[src/rtl/bist_cnt_pkg.sv]
package bist_cnt_pkg;
  localparam int unsigned CNT_W_DEF = 32;

  typedef enum logic [1:0] {
    DR_IDLE  = 2'd0,
    DR_CAPT  = 2'd1,
    DR_SHIFT = 2'd2,
    DR_UPD   = 2'd3
  } dr_op_e;
endpackage

[src/rtl/bist_dr_shift.sv]
module bist_dr_shift
  import bist_cnt_pkg::*;
#(
  parameter int unsigned W = CNT_W_DEF
) (
  input  logic         clk_i,
  input  logic         rst_ni,
  input  logic         clr_i,
  input  dr_op_e       op_i,
  input  logic         tdi_i,
  input  logic [W-1:0] par_i,
  output logic [W-1:0] q_o,
  output logic         tdo_o
);
  logic [W-1:0] sr_q;

  always_ff @(posedge clk_i or negedge rst_ni) begin
    if (!rst_ni)    sr_q <= '0;
    else if (clr_i) sr_q <= '0;
    else begin
      case (op_i)
        DR_CAPT:  sr_q <= par_i;
        DR_SHIFT: sr_q <= {tdi_i, sr_q[W-1:1]};
        default:  sr_q <= sr_q;
      endcase
    end
  end

  assign q_o   = sr_q;
  assign tdo_o = sr_q[0];
endmodule

[src/rtl/bist_down_cnt.sv]
module bist_down_cnt
  import bist_cnt_pkg::*;
#(
  parameter int unsigned W = CNT_W_DEF
) (
  input  logic         clk_i,
  input  logic         rst_ni,
  input  logic         clr_i,
  input  logic         load_i,
  input  logic [W-1:0] load_val_i,
  input  logic         on_cmd_i,
  input  logic         off_cmd_i,
  output logic [W-1:0] cnt_o,
  output logic         on_o,
  output logic         term_o
);
  localparam logic [W-1:0] ONE = {{(W-1){1'b0}}, 1'b1};

  logic [W-1:0] cnt_q;
  logic         on_q;
  logic         zero;

  assign zero = (cnt_q == '0);

  always_ff @(posedge clk_i or negedge rst_ni) begin
    if (!rst_ni)        on_q <= 1'b0;
    else if (clr_i)     on_q <= 1'b0;
    else if (off_cmd_i) on_q <= 1'b0;
    else if (on_cmd_i)  on_q <= 1'b1;
  end

  // load edge does not count; saturate at zero
  always_ff @(posedge clk_i or negedge rst_ni) begin
    if (!rst_ni)              cnt_q <= '0;
    else if (clr_i)           cnt_q <= '0;
    else if (load_i)          cnt_q <= load_val_i;
    else if (on_q && !zero)   cnt_q <= cnt_q - ONE;
  end

  assign cnt_o  = cnt_q;
  assign on_o   = on_q;
  assign term_o = zero;
endmodule

[src/rtl/bist_clk_gate_ctl.sv]
module bist_clk_gate_ctl (
  input  logic on_i,
  input  logic term_i,
  input  logic parked_i,
  output logic en_o
);
  assign en_o = ~(on_i & term_i & parked_i);
endmodule

[src/rtl/bist_tck_counter.sv]
module bist_tck_counter
  import bist_cnt_pkg::*;
#(
  parameter int unsigned CNT_W = CNT_W_DEF
) (
  input  logic tck_i,
  input  logic rst_ni,
  input  logic tlr_i,
  input  logic capture_dr_i,
  input  logic shift_dr_i,
  input  logic update_dr_i,
  input  logic cnt_sel_i,
  input  logic cnt_on_i,
  input  logic cnt_off_i,
  input  logic tdi_i,
  input  logic parked_i,
  output logic tdo_o,
  output logic term_o,
  output logic lclk_en_o
);
  dr_op_e           dr_op;
  logic [CNT_W-1:0] sr_q;
  logic [CNT_W-1:0] cnt_q;
  logic             on_q;
  logic             term_w;
  logic             load_w;

  always_comb begin
    dr_op = DR_IDLE;
    if (cnt_sel_i) begin
      if (update_dr_i)       dr_op = DR_UPD;
      else if (shift_dr_i)   dr_op = DR_SHIFT;
      else if (capture_dr_i) dr_op = DR_CAPT;
    end
  end

  assign load_w = (dr_op == DR_UPD);

  bist_dr_shift #(.W(CNT_W)) u_shift (
    .clk_i  (tck_i),
    .rst_ni (rst_ni),
    .clr_i  (tlr_i),
    .op_i   (dr_op),
    .tdi_i  (tdi_i),
    .par_i  (cnt_q),
    .q_o    (sr_q),
    .tdo_o  (tdo_o)
  );

  bist_down_cnt #(.W(CNT_W)) u_cnt (
    .clk_i      (tck_i),
    .rst_ni     (rst_ni),
    .clr_i      (tlr_i),
    .load_i     (load_w),
    .load_val_i (sr_q),
    .on_cmd_i   (cnt_on_i),
    .off_cmd_i  (cnt_off_i),
    .cnt_o      (cnt_q),
    .on_o       (on_q),
    .term_o     (term_w)
  );

  bist_clk_gate_ctl u_gate (
    .on_i     (on_q),
    .term_i   (term_w),
    .parked_i (parked_i),
    .en_o     (lclk_en_o)
  );

  assign term_o = term_w;
endmodule

[config.mk]
export PLATFORM = sky130hd
export DESIGN_NAME = bist_tck_counter
export DESIGN_NICKNAME = d
export VERILOG_FILES = /design/src/rtl/bist_cnt_pkg.sv /design/src/rtl/bist_dr_shift.sv /design/src/rtl/bist_down_cnt.sv /design/src/rtl/bist_clk_gate_ctl.sv /design/src/rtl/bist_tck_counter.sv
export SDC_FILE = /design/constraint.sdc
export NUM_CORES = 1
export LEC_CHECK = 0
export ABC_CLOCK_PERIOD_IN_PS = 3350
export BUFFER_PORTS_ARGS = -buffer_cell sky130_fd_sc_hd__buf_2
export CAP_MARGIN = 20
export CORE_ASPECT_RATIO = 1.4
export CORE_MARGIN = 2
export CORE_UTILIZATION = 62
export DETAILED_ROUTE_END_ITERATION = 7
export PLACE_DENSITY = 0.8
export SYNTH_ARGS = -nofsm -noshare
export SYNTH_HDL_FRONTEND = slang
export SYNTH_HIERARCHICAL = 1
export SYNTH_SLANG_ARGS = --single-unit
[constraint.sdc]
create_clock -name tck_i -period 3.35 [get_ports tck_i]
set_input_delay 0.5025 -clock tck_i [delete_from_list [all_inputs] [get_ports tck_i]]
set_output_delay 0.5025 -clock tck_i [all_outputs]
set_load 0.01 [all_outputs]
Word level (Yosys, flattened, before mapping)
Cells that the tools add are included.

word-level totals
  logic and storage cells = 28
  flip-flop bits (word level) = 65

cells by class
  $add $sub $neg = 1
  eq/ne operators = 3
  reductions and logical operators = 6
  bitwise logic cells = 3
  multiplexer cells = 12

operator list
  cell                     count
  $mux W32                 4
  $pmux W32 S2             1
  $logic_not A32 Y1        1
  $sub A32 B1 Y32 const B  1
  $reduce_bool A3 Y1       3
  $mux W2                  3
  $eq A2 B2 Y1 const B     2
  $mux W1                  4
  $and A1 B1 Y1            2
  $eq A2 B1 Y1 const B     1
  $logic_and A1 B1 Y1      1
  $logic_not A1 Y1         1
  $not A1 Y1               1

Longest topological paths before layout
Gate-level depths: netlist of run 1.

  word-level depth = 7
  mapped depth = 10
  depth with buffers taken out = 7

Cells and area by module
Netlist of run 1, hierarchy kept.

by module, submodules not included
  module             area each (µm²)  cells an instance  sequential area each (µm²)  times used
  bist_down_cnt      2200.9           255                825.8                       1
  bist_dr_shift      1798.0           145                800.8                       1
  bist_tck_counter   27.5             4                  0.0                         1
  bist_clk_gate_ctl  5.0              1                  0.0                         1

Least setup slack after synthesis of run 1
Ideal clock, no wire load.

  path kind = register to output
  start point = reg u_cnt.cnt_q[0], in the netlist u_cnt/cnt_o[0]
  end point = out lclk_en_o
  data arrival time = 2.616 ns
  required time = 2.847 ns
  path buffers = 2
  path slack = 0.231 ns
  stages on the path, launching flop included = 9
  path through = dfrtp_1 inv_1 ha_1 or4b_1 clkbuf_1 or4b_1 clkbuf_1 nor3_1 nand3_1

between the ends
  word-level cells in the longest chain between the ends = 4

ends and longest elaborated chain
  element                     RTL line                text
  from (decl)                 bist_down_cnt.sv:19     logic [W-1:0] cnt_q;
  from (signal assigned)      bist_down_cnt.sv:36     else if (load_i) cnt_q <= load_val_i;
  from (signal assigned)      bist_down_cnt.sv:37     else if (on_q && !zero) cnt_q <= cnt_q - ONE;
  $logic_not A32 Y1           bist_down_cnt.sv:23     assign zero = (cnt_q == '0);
  net term_o                  bist_tck_counter.sv:18  output logic term_o,
  $and A1 B1 Y1 (2 in a row)  bist_clk_gate_ctl.sv:7  assign en_o = ~(on_i & term_i & parked_i);
  $not A1 Y1                  bist_clk_gate_ctl.sv:7
  to (decl)                   bist_tck_counter.sv:19  output logic lclk_en_o

The timed path passes the listed nets, and every way through them passes these cells.

Worst setup path in the final report of run 1
  start point = reg u_cnt.cnt_q[0], in the netlist u_cnt/cnt_o[0]
  end point = out lclk_en_o

between the ends
  word-level cells in the longest chain between the ends = 4

ends and longest elaborated chain
  element                     RTL line
  $logic_not A32 Y1           bist_down_cnt.sv:23
  $and A1 B1 Y1 (2 in a row)  bist_clk_gate_ctl.sv:7
  $not A1 Y1                  bist_clk_gate_ctl.sv:7

Every way passes these cells.

==> impl_metrics.py, run 1 <==
metrics = {
    "synth": {
        "synth.area.top_cells": "dfrtp_1, mux2i_1, o22ai_1, buf_6, or4_1",
        "synth_cell_types": 55,
        "ys_ff_latch": 65,
        "synth_top_area_share_pct": 40.3,
        "ys_warn_count": 6,
        "avgSynthCellArea_um2": 9.95,
        "synth_top_area_cell": "dfrtp_1",
        "ys_seq_area_share_pct": 40.3,
        "synth-edff-count": 0,
        "syn_area_mm2": 0.00403,
        "synthArstFlopShare_pct": 100,
        "synth_nets": 417,
        "synthCells": 405,
        "ys.flop_type": "dfrtp_1",
    },
    "cells_and_area": {
        "fin_cells": 487,
        "drive_gt1_share_pct": 13.0,
        "final_cell_mix": "mux2i_1, dfrtp_1, o22ai_1",
        "antennaDiodeCount": 0,
        "area_growth_pct": 6.74,
        "nNetsFinal": 422,
    },
    "floorplanning": {
        "die_w_um": 72.2,
        "die-area_mm2": 0.00717,
        "start_util_pct": 64.5,
        "row_count": 34,
        "design.core.area_mm2": 0.00625,
        "num_io_pins": 14,
        "die_y_um": 99.4,
    },
    "place": {
        "gp_congestion": 0.864,
        "port_buffers": 13,
        "hpwl_mm": 6.38,
        "dpl.cell_count": 471,
    },
    "clock_tree": {
        "cts_hold_buf": 0,
        "clkTransAtPathRegs_ps": 70,
        "clock_latency_ps": 360,
        "clock-sinks": 65,
        "cts_tree": "done",
        "cts_resized": 0,
        "htreeDepth": 3,
        "cts_root_buffer": "clkbuf_8",
        "postCtsSetupBuffers": 0,
        "clock_path_buffers": 2,
        "cts-buffers-inserted": 9,
    },
    "setup_path": {
        "crit_path_start_kind": "register",
        "worst-endpoint-arrival_ps": 2700,
        "end_kind": "output pin",
        "cpMaxStageDelayCell": "or4b_4",
        "crit_chain": "inv_1 > ha_1 > or4b_1 > or4b_4 > nor3_1 > buf_4 > nand3_1 > buf_2",
        "critical_path_class": "register to output pin",
        "crit_fanout": 11,
        "worstPathRequired_ps": 2850,
        "cpPeakStageDelay_ps": 580,
    },
    "drt": {
        "drc": 0,
        "drt_iter0_markers": 326,
        "vias": 3460,
        "first_pass_iters": 7,
        "routedWlPerCell_um": 20.4,
        "ant_nets": 0,
        "wl_mm": 9.93,
        "vias_per_cell": 7.10,
    },
    "grt": {
        "grt_max_degree": 36,
        "grt_antenna_before_repair": 0,
        "grt_pass1_vias": 3305,
        "grt_pass1_wl_mm": 16.3,
        "track_usage_pct": 29.3,
        "overflow": 0,
    },
    "sta": {
        "rsz0062_at_grt": "false",
        "finalHoldViolations": 0,
        "fmax_mhz": 312,
        "slew_headroom_pct": 44.8,
        "finalCritPeriodShare_pct": 95.5,
        "worst_slew_pin_slew_ps": 828,
        "totalNegativeSetupSlack_ps": 0,
        "hold_ws_ps": 70.4,
        "setup_violations": 0,
        "min_period_ps": 3200,
        "drv_slew": 0,
        "skew_ps": 11.2,
    },
    "outcome": {
        "status": "finished, final reports clean",
    },
    "worst_hold_path": {
        "hp-class": "input pin to async pin",
    },
    "run": {
        "max-cap-violations": 0,
    },
    "power": {
        "power_density_mw_per_mm2": 462,
        "peakVddDrop_mv": 0.372,
        "p_leak_nw": 1.76,
    },
}
==> kinds of logic (layout without fill, tap and decap cells) <==
logic type	count (synthesis)	in the layout	share of synthesized area [%]
compound gates	106	106	18.9
xor+xnor	4	4	0.869
fa+ha+maj	1	1	0.310
buf+inv	43	53	6.61
flops	65	65	40.3
mux	65	65	16.1
simple gates	121	121	16.8
==> power by group <==
group / internal (mW) / switching, mW
Clock: 0.412 / 0.318
Combinational: 0.155 / 0.241
Sequential: 0.817 / 0.0464
Total: 1.38 / 0.605
==> cell type report <==
class                      instances  area (um2)
clock buffer                       9         124
tap                               72        90.1
fill                             473        1950
sequential                        65        1630
timing repair buffer              29         198
inverter                           8        30.0
multi-input combinational        297        2150
clock inverter                     7        85.1
==> Yosys cell counts (all sizes together) (2+ instances only) <==
cell	count
a311oi	10
o31a	3
nor3	9
nand4	2
or4	16
nand2b	6
nor2b	2
nor2	25
a32o	7
mux2i	65
o31ai	8
or3	11
dfrtp	65
nor4	11
nand2	19
xnor2	3
and4	2
o311ai	2
a31oi	2
nor4b	2
buf	21
o22ai	36
a22o	3
or4b	3
a21oi	7
or2	4
inv	7
o21a	3
a211oi	5
clkbuf	14
a2111oi	2
nand3	5
o21ai	11
==> routing by layer <==
metal  routed length [um]  up-vias  GRT usage [%]
met5                    0        -              0
met4                  256        0           14.5
met3                  506       30           5.47
met2                 4970      145           47.0
met1                 4190     1698           37.8
li1                     -     1587              -
==> flip-flops by register name (all words and copies together) (netlist names) <==
signal,cells
u_cnt/on_o,1
u_cnt/cnt_o,32
u_shift/q_o,32
==> per-stage QoR <==
| stage | util (%) | power (mW) | area [um2] | setup slack, ps |
|---|---|---|---|---|
| 3_3_place_gp | 65.4 | 1.25 | 4090 | 464 |
| 5_1_grt | 68.8 | 2.06 | 4300 | 17.4 |
| 4_1_cts | 68.7 | 1.98 | 4300 | 19.6 |
| 6_report | 68.8 | 1.99 | 4300 | 150 |
| 3_5_place_dp | 65.4 | 1.26 | 4090 | 329 |
| 2_1_floorplan | - | 1.16 | 4030 | 231 |
==> worst max-delay path: cells and delay by family, from the launching register on <==
family        cells  cell delay (ps)
simple gates      4             1320
flops             1              430
buf+inv           3              390
fa+ha+maj         1              200
==> path summary, 6_finish.rpt <==
kind | from | to | slack [ps] | cells after the start
worst min-delay path | rst_ni | u_shift/q_o[22]$_DFFE_PN0P_ | 70 | 1
worst min register to register | u_cnt/cnt_o[17]$_DFFE_PN0P_ | u_cnt/cnt_o[17]$_DFFE_PN0P_ | 580 | 2
min in group tck_i | cnt_off_i | u_cnt/on_o$_DFFE_PN0P_ | 300 | 2
max in group asynchronous | rst_ni | u_shift/q_o[5]$_DFFE_PN0P_ | 2550 | 2
worst max register to register | u_cnt/cnt_o[0]$_DFFE_PN0P_ | u_cnt/cnt_o[15]$_DFFE_PN0P_ | 310 | 9
worst max-delay path | u_cnt/cnt_o[0]$_DFFE_PN0P_ | lclk_en_o | 150 | 8
(Power assumes the default switching activity.)
==> run 2, diff against run 1 <==
--- a/constraint.sdc
+++ b/constraint.sdc
@@ -3,2 +3,2 @@
 set_output_delay 0.5025 -clock tck_i [all_outputs]
-set_load 0.01 [all_outputs]
+set_load 0.02 [all_outputs]
==> run 2 against run 1 <==
Against the previous run:
- critical path depth down 1
- non-clock buffer count decreased by 2
- global-route usage is 1.1 points lower
- via count fell by 2.9%
- worst setup slack better by 37 ps
- largest cell class unchanged
- largest power group unchanged
- highest routed layer unchanged
==> impl_metrics.py, run 2 (synthesis results as in run 1) <==
metrics = {
    "setup_path": {
        "crit_buf_inv": 2,
        "cpMaxStageDelayCell": "or4b_1",
        "crit_path_start_kind": "register",
        "crit_top_cell": "or4b_1",
        "startpoint": "u_cnt/cnt_o[0]$_DFFE_PN0P_",
        "cp_num_cells": 7,
        "worst-endpoint-arrival_ps": 2660,
        "ff2ff_setup_slack_ps": 370,
        "end_kind": "output pin",
        "rr_endpoint": "u_cnt/cnt_o[27]$_DFFE_PN0P_",
        "critical_path_class": "register to output pin",
        "worstPathRequired_ps": 2850,
        "regToRegStartpoint": "u_cnt/cnt_o[6]$_DFFE_PN0P_",
        "cpPeakStageDelay_ps": 590,
        "reg2reg_depth": 5,
        "crit_chain": "inv_1 > ha_1 > or4b_1 > or4b_1 > nor3_4 > nand3_1 > buf_2",
        "path_delay_family": "simple AND/OR/NAND/NOR gates",
        "crit_fanout": 5,
    },
    "grt": {
        "grt_use_met2_pct": 47.4,
        "overflow": 0,
        "met3_usage_pct": 5.37,
        "grt_pass1_wl_mm": 15.9,
        "grt_antenna_before_repair": 0,
        "grt_max_degree": 43,
        "busiest_layer": "met2",
        "track_usage_pct": 28.3,
        "grt_pass1_vias": 3227,
        "grt_util_met1_pct": 35.8,
    },
    "floorplanning": {
        "die_y_um": 99.4,
        "num_io_pins": 14,
        "start_util_pct": 64.5,
        "row_count": 34,
        "die-area_mm2": 0.00717,
        "die_w_um": 72.2,
        "design.core.area_mm2": 0.00625,
    },
    "drt": {
        "drc": 0,
        "first_pass_iters": 6,
        "wl_mm": 9.77,
        "vias": 3358,
        "routedWlPerCell_um": 20.2,
        "drt_iter0_markers": 304,
        "vias_per_cell": 6.95,
        "ant_nets": 0,
    },
    "run": {
        "max-cap-violations": 0,
    },
    "clock_tree": {
        "cts-buffers-inserted": 9,
        "cts_root_buffer": "clkbuf_8",
        "htreeDepth": 3,
        "clkTransAtPathRegs_ps": 70,
        "cts_tree": "done",
        "clock-sinks": 65,
        "clock_latency_ps": 340,
        "clock_path_buffers": 2,
        "cts_hold_buf": 0,
    },
    "cells_and_area": {
        "final_cell_mix": "mux2i_1, dfrtp_1, o22ai_1",
        "drive_gt1_share_pct": 12.2,
        "antennaDiodeCount": 0,
        "area_growth_pct": 6.39,
        "nNetsFinal": 420,
        "fin_util_pct": 68.6,
    },
    "sta": {
        "drv_slew": 0,
        "setup_violations": 0,
        "worst_slew_pin_slew_ps": 861,
        "finalCritPeriodShare_pct": 94.4,
        "totalNegativeSetupSlack_ps": 0,
        "min_period_ps": 3160,
        "slew_headroom_pct": 42.4,
        "finalHoldViolations": 0,
        "rsz0062_at_grt": "false",
        "fmax_mhz": 316,
        "skew_ps": 8.02,
    },
    "power": {
        "p_leak_nw": 1.74,
        "total_power_mw": 1.95,
        "power_density_mw_per_mm2": 456,
        "peakVddDrop_mv": 0.299,
    },
    "place": {
        "hpwl_mm": 6.39,
        "gp_congestion": 0.953,
        "port_buffers": 13,
    },
    "outcome": {
        "status": "finished, final reports clean",
    },
    "worst_hold_path": {
        "hp-class": "input pin to async pin",
    },
}
==> run 2: repair_timing <==
item                                    in CTS  in global routing
hold endpoints to repair                     0                  0
endpoints found under the setup margin       0                  2
gates resized for setup                      0                  1
setup buffers                                0                  1
==> run 2: worst max-delay path by stage <==
stage                                   to
5_1_grt                          lclk_en_o
6_report                         lclk_en_o
2_1_floorplan                    lclk_en_o
3_3_place_gp   u_cnt/cnt_o[27]$_DFFE_PN0P_
4_1_cts                          lclk_en_o
3_5_place_dp   u_cnt/cnt_o[27]$_DFFE_PN0P_
==> run 2: report_power, final <==
group | leakage (nW) | total, mW | switching (mW) | internal, mW
logic | 0.745 | 0.397 | 0.246 | 0.151
registers | 0.892 | 0.864 | 0.0472 | 0.817
clock network | 0.101 | 0.693 | 0.297 | 0.397
total | 1.74 | 1.95 | 0.590 | 1.36
==> run 2: area by class of cell <==
cell class,count,area (um2)
clock inverters,2,37.5
multi-input cells,297,2160
well taps,72,90.1
clock buffers,12,165
inverters,8,30.0
fillers,483,1960
repair buffers,27,183
flip-flops and latches,65,1630
==> run 2: layer usage <==
layer / vias up / share of wire [%]
li1: 1581 / -
met1: 1624 / 42
met2: 125 / 50
met3: 28 / 5.8
met4: 0 / 2.5
met5: - / 0
==> run 2: metrics by stage <==
stage	setup WS [ps]	instance area [um2]	hold WS [ps]	cells
2_1_floorplan	178	4040	207	405
3_3_place_gp	458	4070	545	468
3_5_place_dp	402	4070	568	468
4_1_cts	46.6	4280	203	482
5_1_grt	39.1	4290	233	483
6_report	186	4290	183	483
==> run 3, diff against run 2 <==
Settings changed: ABC_AREA from default to 1, CORE_UTILIZATION 62 to 63, PLACE_DENSITY 0.8 to 0.81.
==> run 3 against run 2 <==
Against the previous run:
- count of clock-buffer cells in the layout is the same
- worst setup slack improved by 240 ps
- sequential cell count did not move
- largest power group is now combinational logic
==> impl_metrics.py, run 3 <==
metrics = {
    "worst_hold_path": {
        "hp-class": "input pin to async pin",
    },
    "synth": {
        "synth_nets": 693,
        "ys.flop_type": "dfrtp_1",
        "synthCells": 681,
        "synth_cell_types": 35,
        "synth_top_family_by_area": "simple AND/OR/NAND/NOR gates",
        "syn_area_mm2": 0.00453,
        "synth_top_area_cell": "dfrtp_1",
        "synth_common_cells": "nand2_1, nor2_1, dfrtp_1, nand3_1, nand4_1",
        "synth_mux_area_share_pct": 0.221,
        "synthSimpleGateAreaFrac_pct": 47.5,
        "synthArstFlopShare_pct": 100,
        "yosysMostFrequentCell": "nand2_1",
        "synth-edff-count": 0,
        "synth_xor_area_share_pct": 1.35,
        "ys_ff_latch": 65,
        "synth_top_area_share_pct": 35.9,
        "synth.area.top_cells": "dfrtp_1, nand2_1, nand3_1, nor2_1, nand4_1",
        "synth_fa_ha_area_share_pct": 0.276,
        "ys_warn_count": 6,
        "ys_seq_area_share_pct": 35.9,
        "synth_compound_area_share_pct": 6.35,
        "avgSynthCellArea_um2": 6.65,
    },
    "drt": {
        "drt_iter0_markers": 474,
        "drc": 0,
        "routedWlPerCell_um": 16.3,
        "wl_mm": 12.7,
        "vias_per_cell": 5.89,
        "ant_nets": 0,
        "vias": 4591,
        "first_pass_iters": 5,
    },
    "setup_path": {
        "end_kind": "output pin",
        "worst-endpoint-arrival_ps": 2420,
        "worstPathRequired_ps": 2850,
        "critical_path_class": "register to output pin",
        "crit_path_start_kind": "register",
        "crit_fanout": 7,
    },
    "cells_and_area": {
        "final_common_cell": "nand2_1",
        "drive_gt1_share_pct": 11.7,
        "antennaDiodeCount": 0,
        "fin_util_pct": 67.9,
        "area_growth_pct": 4.61,
        "final_cell_mix": "nand2_1, nor2_1, dfrtp_1",
        "fill_cells": 631,
        "nNetsFinal": 692,
    },
    "outcome": {
        "status": "finished, final reports clean",
    },
    "clock_tree": {
        "clock-sinks": 65,
        "clock_latency_ps": 350,
        "cts-buffers-inserted": 9,
        "cts_root_buffer": "clkbuf_8",
        "clkTransAtPathRegs_ps": 70,
        "cts_tree": "done",
        "clock_path_buffers": 2,
        "postCtsSetupBuffers": 0,
        "htreeDepth": 3,
        "cts_hold_buf": 0,
        "cts_resized": 0,
    },
    "sta": {
        "fin_ws_ps": 425,
        "drv_slew": 0,
        "slew_headroom_pct": 38.5,
        "finalCritPeriodShare_pct": 87.3,
        "skew_ps": 11.4,
        "fmax_mhz": 342,
        "setup_violations": 0,
        "min_period_ps": 2920,
        "rsz0062_at_grt": "false",
        "finalHoldViolations": 0,
        "totalNegativeSetupSlack_ps": 0,
        "worst_slew_pin_slew_ps": 921,
    },
    "grt": {
        "grt_pass1_vias": 4315,
        "grt_max_degree": 43,
        "overflow": 0,
        "grt_antenna_before_repair": 0,
        "grt_pass1_wl_mm": 20.7,
        "track_usage_pct": 34.1,
    },
    "place": {
        "gp_congestion": 0.897,
        "hpwl_mm": 8.40,
        "dp_slack_ps": 820,
        "port_buffers": 13,
    },
    "floorplanning": {
        "design.core.area_mm2": 0.00698,
        "die_y_um": 104,
        "die-area_mm2": 0.00790,
        "start_util_pct": 64.9,
        "die_w_um": 75.7,
        "row_count": 36,
        "num_io_pins": 14,
    },
    "power": {
        "p_leak_nw": 2.61,
        "power_density_mw_per_mm2": 733,
        "peakVddDrop_mv": 0.400,
    },
    "run": {
        "max-cap-violations": 0,
    },
}
-- run 3: cell types whose count changed after synthesis, sizes merged, moves of 30 or more --
cell   delta
mux2i    -64
nand3    +59
nor2     +68
nand4    +41
inv      +30
nand2   +264
-- run 3: cell families (layout without fill, tap and decap cells) --
group / count (synthesis) / count (layout)
AOI/OAI and AO/OA: 41 / 41
xor gates and xnor gates: 7 / 7
adders and majority gates: 1 / 1
buffers and inverters: 72 / 75
DFF: 65 / 65
muxes: 1 / 1
and+or+nand+nor: 494 / 494
-- run 3: through the flow --
step | cell area [um2] | instances | power (mW) | hold slack [ps]
2_1_floorplan | 4530 | 681 | 2.43 | 207
3_3_place_gp | 4550 | 763 | 2.82 | 503
3_5_place_dp | 4550 | 763 | 2.85 | 507
4_1_cts | 4710 | 778 | 3.44 | 132
5_1_grt | 4740 | 779 | 3.77 | 167
6_report | 4740 | 779 | 3.48 | 123
-- run 3: where the power goes --
part	internal [mW]	switching (mW)	total (mW)
logic	0.580	1.24	1.82
clock network	0.283	0.300	0.582
registers	0.896	0.178	1.07
-- run 3: path summary, 6_finish.rpt --
path                                             start                           to  slack (ps)  cells after the start
max in group asynchronous                       rst_ni  u_cnt/cnt_o[25]$_DFFE_PN0P_        2270                      2
hold reg to reg            u_shift/q_o[31]$_DFFE_PN0P_  u_shift/q_o[31]$_DFFE_PN0P_         560                      2
min in group tck_i                           cnt_off_i       u_cnt/on_o$_DFFE_PN0P_         300                      2
hold / removal                                  rst_ni  u_shift/q_o[23]$_DFFE_PN0P_         120                      1
setup / recovery            u_cnt/cnt_o[0]$_DFFE_PN0P_                    lclk_en_o         430                     10
setup reg to reg            u_cnt/cnt_o[0]$_DFFE_PN0P_   u_cnt/cnt_o[6]$_DFFE_PN0P_        1040                     10
-- run 3: final cells by class --
| type | instances | area (um2) | share of cell area (%) |
|---|---|---|---|
| clock inverter | 3 | 17.5 | 0.369 |
| sequential | 65 | 1630 | 34.3 |
| tap | 95 | 119 | 2.51 |
| inverter | 37 | 146 | 3.09 |
| clock buffer | 12 | 145 | 3.06 |
| timing repair buffer | 23 | 160 | 3.38 |
| multi-input combinational | 544 | 2530 | 53.3 |
-- run 3: critical path, cell delays in order (launching register included) --
cell     delay, ps
dfrtp_1        410
inv_1          160
ha_1           340
nand2_2        160
inv_1           80
nand2_1         70
nor2_1         330
nand2_1        130
nor2_1         160
nand3_1         80
buf_2          160
-- run 3: routing by layer --
layer	GRT usage [%]	share of wire, %	routed length (um)
met5	0	0	0
met3	5.72	7.6	960
met4	11.2	2.1	272
met2	55.8	50	6340
met1	44.7	40	5140
